## src/rtl/pktcrc_pkg.sv

```systemverilog
package pktcrc_pkg;

  // Strobes from the control half to the datapath, one set per input word
  typedef struct packed {
    logic valid;
    logic sop;
    logic eop;
    logic immPos;   // word carries the intermediate CRC in its upper half
    logic hopPos;   // word carries the hop count
    logic maint;    // word belongs to a maintenance packet
    logic dropNow;  // hop count zero seen: discard the packet
    logic kill;     // this word must not enter the pipeline
  } ctrlStrobes_t;

  // CRC-16, polynomial 0x1021, MSB first, 16 data bits per call
  function automatic logic [15:0] crcStep16(input logic [15:0] seed, input logic [15:0] d);
    logic [15:0] c;
    logic fb;
    c = seed;
    for (int i = 15; i >= 0; i--) begin
      fb = c[15] ^ d[i];
      c = {c[14:0], 1'b0};
      if (fb) c = c ^ 16'h1021;
    end
    return c;
  endfunction

endpackage

```

## src/rtl/pktcrc_ctrl.sv

```systemverilog
module pktcrc_ctrl
  import pktcrc_pkg::*;
#(
  parameter int IMM_WORD   = 20,
  parameter int KIND_W     = 4,
  parameter int KIND_MAINT = 8,
  parameter int HOP_W      = 8
) (
  input  logic              clk,
  input  logic              rst,
  input  logic              inValid,
  input  logic              inSop,
  input  logic              inEop,
  input  logic [KIND_W-1:0] kindField,
  input  logic [HOP_W-1:0]  hopField,
  output ctrlStrobes_t      strb
);

  localparam int CNT_W = $clog2(IMM_WORD + 2);
  localparam logic [CNT_W-1:0] IMM_IDX = CNT_W'(IMM_WORD);
  localparam logic [CNT_W-1:0] SAT_IDX = CNT_W'(IMM_WORD + 1);
  localparam logic [CNT_W-1:0] HOP_IDX = CNT_W'(1);

  logic [CNT_W-1:0] wordCnt;
  logic [CNT_W-1:0] wordIdx;
  logic pktMaint;
  logic dropActive;
  logic kindMaint;
  logic maintNow;
  logic dropNow;

  assign wordIdx   = inSop ? '0 : wordCnt;
  assign kindMaint = (kindField == KIND_W'(KIND_MAINT));
  assign maintNow  = inSop ? kindMaint : pktMaint;
  assign dropNow   = inValid && !inSop && (wordIdx == HOP_IDX) && pktMaint && (hopField == '0);

  always_ff @(posedge clk) begin
    if (rst) begin
      wordCnt    <= '0;
      pktMaint   <= 1'b0;
      dropActive <= 1'b0;
    end else if (inValid) begin
      // saturate just past the intermediate position so it is hit once
      wordCnt <= (wordIdx == SAT_IDX) ? wordIdx : wordIdx + CNT_W'(1);
      if (inSop) pktMaint <= kindMaint;
      dropActive <= inEop ? 1'b0 : (dropNow | (dropActive & !inSop));
    end
  end

  always_comb begin
    strb.valid   = inValid;
    strb.sop     = inSop;
    strb.eop     = inEop;
    strb.immPos  = inValid && (wordIdx == IMM_IDX);
    strb.hopPos  = inValid && (wordIdx == HOP_IDX);
    strb.maint   = maintNow;
    strb.dropNow = dropNow;
    strb.kill    = inValid && (dropNow || (dropActive && !inSop));
  end

endmodule

```

## src/rtl/pktcrc_dpath.sv

```systemverilog
module pktcrc_dpath
  import pktcrc_pkg::*;
#(
  parameter int HOP_LSB = 24,
  parameter int HOP_W   = 8
) (
  input  logic         clk,
  input  logic         rst,
  input  logic [31:0]  inData,
  input  ctrlStrobes_t strb,
  output logic         outValid,
  output logic         outSop,
  output logic         outEop,
  output logic [31:0]  outData,
  output logic         outCrcErr,
  output logic         hopDrop
);

  // receive-side checking
  logic [15:0] rxCrc;
  logic        errAcc;
  logic [15:0] rxSeed;
  logic [15:0] rxHi;
  logic [15:0] rxAll;
  logic        immBad;
  logic        endBad;
  logic        pktErr;
  logic [31:0] modData;

  assign rxSeed = strb.sop ? 16'hFFFF : rxCrc;
  assign rxHi   = crcStep16(rxSeed, inData[31:16]);
  assign rxAll  = crcStep16(rxHi, inData[15:0]);
  assign immBad = strb.immPos && (rxSeed != inData[31:16]);
  assign endBad = strb.eop && (rxHi != inData[15:0]);
  assign pktErr = (strb.sop ? 1'b0 : errAcc) | immBad | endBad;

  always_comb begin
    modData = inData;
    if (strb.maint && strb.hopPos)
      modData[HOP_LSB +: HOP_W] = inData[HOP_LSB +: HOP_W] - HOP_W'(1);
  end

  always_ff @(posedge clk) begin
    if (rst) begin
      rxCrc  <= 16'hFFFF;
      errAcc <= 1'b0;
    end else if (strb.valid) begin
      rxCrc  <= rxAll;
      errAcc <= strb.eop ? 1'b0 : ((strb.sop ? 1'b0 : errAcc) | immBad);
    end
  end

  // stage 1
  logic        s1Valid, s1Sop, s1Eop, s1Imm, s1Maint, s1Err;
  logic [31:0] s1Data;

  always_ff @(posedge clk) begin
    if (rst) begin
      s1Valid <= 1'b0;
      s1Sop   <= 1'b0;
      s1Eop   <= 1'b0;
      s1Imm   <= 1'b0;
      s1Maint <= 1'b0;
      s1Err   <= 1'b0;
      s1Data  <= '0;
    end else begin
      s1Valid <= strb.valid && !strb.kill;
      s1Sop   <= strb.sop;
      s1Eop   <= strb.eop;
      s1Imm   <= strb.immPos;
      s1Maint <= strb.maint;
      s1Err   <= pktErr && strb.eop;
      s1Data  <= modData;
    end
  end

  // transmit-side CRC regeneration for maintenance packets
  logic [15:0] txCrc;
  logic [15:0] txSeed;
  logic [15:0] hiOut;
  logic [15:0] txHi;
  logic [15:0] loOut;
  logic [15:0] txAll;

  assign txSeed = s1Sop ? 16'hFFFF : txCrc;
  assign hiOut  = (s1Maint && s1Imm) ? txSeed : s1Data[31:16];
  assign txHi   = crcStep16(txSeed, hiOut);
  assign loOut  = (s1Maint && s1Eop) ? txHi : s1Data[15:0];
  assign txAll  = crcStep16(txHi, loOut);

  always_ff @(posedge clk) begin
    if (rst) txCrc <= 16'hFFFF;
    else if (s1Valid) txCrc <= txAll;
  end

  // stage 2 (output)
  always_ff @(posedge clk) begin
    if (rst) begin
      outValid  <= 1'b0;
      outSop    <= 1'b0;
      outEop    <= 1'b0;
      outData   <= '0;
      outCrcErr <= 1'b0;
      hopDrop   <= 1'b0;
    end else begin
      // a drop decision also removes the first word still held in stage 1
      outValid  <= s1Valid && !strb.dropNow;
      outSop    <= s1Sop;
      outEop    <= s1Eop;
      outData   <= {hiOut, loOut};
      outCrcErr <= s1Valid && !strb.dropNow && s1Err;
      hopDrop   <= strb.dropNow;
    end
  end

endmodule

```

## src/rtl/pktcrc_fwd.sv

```systemverilog
module pktcrc_fwd
  import pktcrc_pkg::*;
#(
  parameter int IMM_BYTES  = 80,
  parameter int KIND_LSB   = 0,
  parameter int KIND_W     = 4,
  parameter int KIND_MAINT = 8,
  parameter int HOP_LSB    = 24,
  parameter int HOP_W      = 8
) (
  input  logic        clk,
  input  logic        rst,
  input  logic        inValid,
  input  logic        inSop,
  input  logic        inEop,
  input  logic [31:0] inData,
  output logic        outValid,
  output logic        outSop,
  output logic        outEop,
  output logic [31:0] outData,
  output logic        outCrcErr,
  output logic        hopDrop
);

  localparam int IMM_WORD = IMM_BYTES / 4;

  ctrlStrobes_t strb;

  pktcrc_ctrl #(
    .IMM_WORD(IMM_WORD), .KIND_W(KIND_W), .KIND_MAINT(KIND_MAINT), .HOP_W(HOP_W)
  ) u_ctrl (
    .clk(clk), .rst(rst), .inValid(inValid), .inSop(inSop), .inEop(inEop),
    .kindField(inData[KIND_LSB +: KIND_W]), .hopField(inData[HOP_LSB +: HOP_W]),
    .strb(strb)
  );

  pktcrc_dpath #(
    .HOP_LSB(HOP_LSB), .HOP_W(HOP_W)
  ) u_dpath (
    .clk(clk), .rst(rst), .inData(inData), .strb(strb),
    .outValid(outValid), .outSop(outSop), .outEop(outEop), .outData(outData),
    .outCrcErr(outCrcErr), .hopDrop(hopDrop)
  );

endmodule

```

## config.mk

```make
export PLATFORM = sky130hd
export DESIGN_NAME = pktcrc_fwd
export DESIGN_NICKNAME = d
export VERILOG_FILES = /design/src/rtl/pktcrc_pkg.sv /design/src/rtl/pktcrc_ctrl.sv /design/src/rtl/pktcrc_dpath.sv /design/src/rtl/pktcrc_fwd.sv
export SDC_FILE = /design/constraint.sdc
export NUM_CORES = 1
export LEC_CHECK = 0
export CAP_MARGIN = 20
export CORE_MARGIN = 3
export CORE_UTILIZATION = 58
export DETAILED_ROUTE_END_ITERATION = 7
export DONT_BUFFER_PORTS = 1
export GPL_TIMING_DRIVEN = 0
export PLACE_DENSITY = 0.86
export SLEW_MARGIN = 20
export SYNTH_ARGS = -nofsm -noshare
export SYNTH_HDL_FRONTEND = slang
export SYNTH_SLANG_ARGS = --single-unit
```

## constraint.sdc

```tcl
create_clock -name clk -period 3.1 [get_ports clk]
set_clock_uncertainty 0.15 [all_clocks]
set_input_delay 0.31 -clock clk [delete_from_list [all_inputs] [get_ports clk]]
set_output_delay 0.31 -clock clk [all_outputs]
set_load 0.01 [all_outputs]
```

==> flow_summary.toml <==
[run_status]
status = "finished, violations left"
violations = "setup timing"

[worst_hold_path]
min_to = "u_dpath.errAcc"
whs_path_depth = 3
hold_path_class = "in2reg"
holdCritStartpoint = "inEop"

[global_routing]
met3_usage = 0.08341
met2_usage = 0.5410
track_usage = 0.3245
grt_pass1_wl_um = 35620
grt_start_max_net_pins = 17
top_usage_layer = "met2"
use_met1 = 0.3713
grt_pass1_vias = 6532
antenna_found_initial = 0
overflow = 0

[route]
drc = 0
totalWireLength_um = 25040
vias = 6899
wire_per_inst_um = 22.77
postRouteAntennaNets = 0
dr.pass1.iters = 7
drtIter0Drc = 1027
viasPerCell = 6.272

[critical_path]
start_kind = "flop"
slowest_delay_ps = 490
path_cells = "xnor2_2 -> xnor3_1 -> xnor2_2 -> mux2i_2 -> xor2_2 -> xnor3_2 -> buf_6 -> xor2_2 -> xnor2_1 -> nor3_1 -> a211o_1"
regToRegSetupSlack_ps = -70
r2r-start = "u_dpath.s1Data[17]"
r2r-end = "u_dpath.txCrc[9]"
cp-end-kind = "flop"
worst_path_max_delay_cell = "xnor3_2"
cp_max_fo = 2
required_ps = 3260
worst_ep_arrival_time_ps = 3330
cp_top_family = "XOR/XNOR gates"
worstRegToRegCells = 11
crit_buf_inv = 1
critical_path_class = "reg2reg"

[floorplan]
core_um2 = 12310
start_util = 0.6082
pin_count = 74
die_w_um = 119.6
die_h_um = 119.6
rows = 40
die_area_um2 = 14310

[sta]
setup_ws_ps = -65.99
period_needed_ps = 3166
setup_viol = 6
finalCritPeriodShare = 1.021
hold_viol = 0
worst_pin_slew_ps = 786.3
finalMaxSlewViolations = 0
slew_headroom = 0.4720
fmax_mhz = 315.9
rsz0062_at_grt = "yes"

[finish]
final_nets = 964
utilization = 0.7692
drive_gt1_frac = 0.2221
antennaDiodeCount = 0
syn_to_final_growth_pct = 26.47
n_fill_cell = 741

[place]
numPortBuffers = 0
post-dp-hpwl_um = 15850
place.gp.congestion = 0.9830

[logic_synthesis]
synth_edf_count = 0
syn_nets = 886
synth_most_common_cell = "xnor2_1"
yosys.area.top_type = "dfxtp_1"
synth_area_um2 = 7488
ys_seq_area_frac = 0.3074
ys_ff_latch = 115
synth_common_cells = "xnor2_1, dfxtp_1, nor2_1, xor2_1, a21oi_1"
yosysUniqueCellTypes = 63
syn_inst = 845
synthTopCellsByArea = "dfxtp_1, xnor2_1, xor2_1"
synthDominantCellAreaShare = 0.3074
synth_area_per_cell_um2 = 8.862
synthFlopType = "dfxtp_1"
async_flop_share = 0
ys_warn_count = 0

[flow_run]
maxCapViolations = 0

[clocking]
numClockSinks = 115
clkTransAtPathRegs_ps = 50
root_buffer = "clkbuf_16"
cts_buffer_depth = 2
numCtsBuffers = 17
htreeDepth = 4
clk_latency_ps = 420
cts_tree = "built"
[placed cells by master, fill, tap and decap left out, types with 35 or more instances in the layout]
| cell type | n |
|---|---|
| xnor2_1 | 106 |
| xnor2_2 | 38 |
| dfxtp_1 | 99 |
| buf_4 | 35 |
| nor2b_1 | 36 |
| a21oi_1 | 43 |
| nand2_1 | 36 |
| nor2_1 | 97 |
| xor2_1 | 50 |
[tightest hold or removal path, cell delays in order]
cell	delay, ps
nor2_1	30
a22oi_1	170
nor2_1	60
[registers in the layout (all words and copies together) (netlist names)]
name	flops
u_dpath.s1Maint	1
u_dpath.outEop	1
u_dpath.rxCrc	16
u_ctrl.dropActive	1
u_dpath.s1Sop	1
u_ctrl.pktMaint	1
u_dpath.s1Imm	1
u_dpath.outValid	1
u_dpath.txCrc	16
u_dpath.outCrcErr	1
u_dpath.hopDrop	1
u_dpath.s1Err	1
u_dpath.s1Data	32
u_dpath.outData	32
u_dpath.outSop	1
u_dpath.s1Eop	1
u_ctrl.wordCnt	5
u_dpath.errAcc	1
u_dpath.s1Valid	1
[per-stage QoR]
step / cell area (µm²) / std cells / worst slack [ps] / TNS (ps) / hold slack (ps)
4_1_cts: 8773 / 1075 / 0.9368 / 0 / 14.24
3_3_place_gp: 7699 / 1013 / -702.8 / -8548 / 265.4
6_report: 9470 / 1100 / -65.99 / -325.7 / 51.59
3_5_place_dp: 7699 / 1013 / -716.7 / -9564 / 275.7
5_1_grt: 9470 / 1100 / -145.0 / -1131 / 52.95
2_1_floorplan: 7488 / 845 / 50.25 / 0 / 255.7
[cells by family (layout without fill, tap and decap cells)]
group / after synthesis / in the layout / synth area share
simple gates: 277 / 277 / 0.1793
mux: 8 / 8 / 0.01153
fa+ha+maj: 4 / 4 / 0.006684
compound gates: 139 / 139 / 0.1241
buf+inv: 65 / 152 / 0.03576
xor+xnor: 237 / 237 / 0.3352
flops: 115 / 115 / 0.3074
[metal layers]
layer	routed length, µm	part of all wire
met2	11880	0.47
met3	2416	0.096
met4	1964	0.078
met5	45	0.0018
met1	8738	0.35
[what timing repair did]
action	in CTS	in global routing
pin swaps	13	56
hold buffers	25	0
endpoints found under the hold margin	26	0
resized for setup	42	95
endpoints found under the setup margin	32	37
buffers inserted	11	25
cloned	0	1
[worst max-delay path by stage]
stage / cells past startpoint / from / slack (ps) / endpoint
6_report: 11 / u_dpath.s1Data[17] / -70 / u_dpath.txCrc[9]
3_3_place_gp: 12 / inSop / -700 / u_dpath.outCrcErr
4_1_cts: 11 / u_dpath.s1Sop / 0.9 / u_dpath.txCrc[14]
3_5_place_dp: 12 / inSop / -720 / u_dpath.outCrcErr
2_1_floorplan: 11 / inSop / 50 / u_dpath.rxCrc[3]
5_1_grt: 10 / u_dpath.s1Sop / -140 / u_dpath.txCrc[0]
[final cells by class]
cell class                 instances  area, µm²  share of cell area
clock buffer                      21      460.4             0.04862
tap                              168      210.2             0.02220
inverter                          12      46.29            0.004888
multi-input combinational        665       5544              0.5854
sequential                       115       2330              0.2460
timing repair buffer              62      553.0             0.05840
clock inverter                     7      85.08            0.008984
buffer                            50      241.5             0.02550
Power is left out: the tool's default activity adds up to more than one toggle a clock period on the data nets, which glitch-free logic cannot reach.
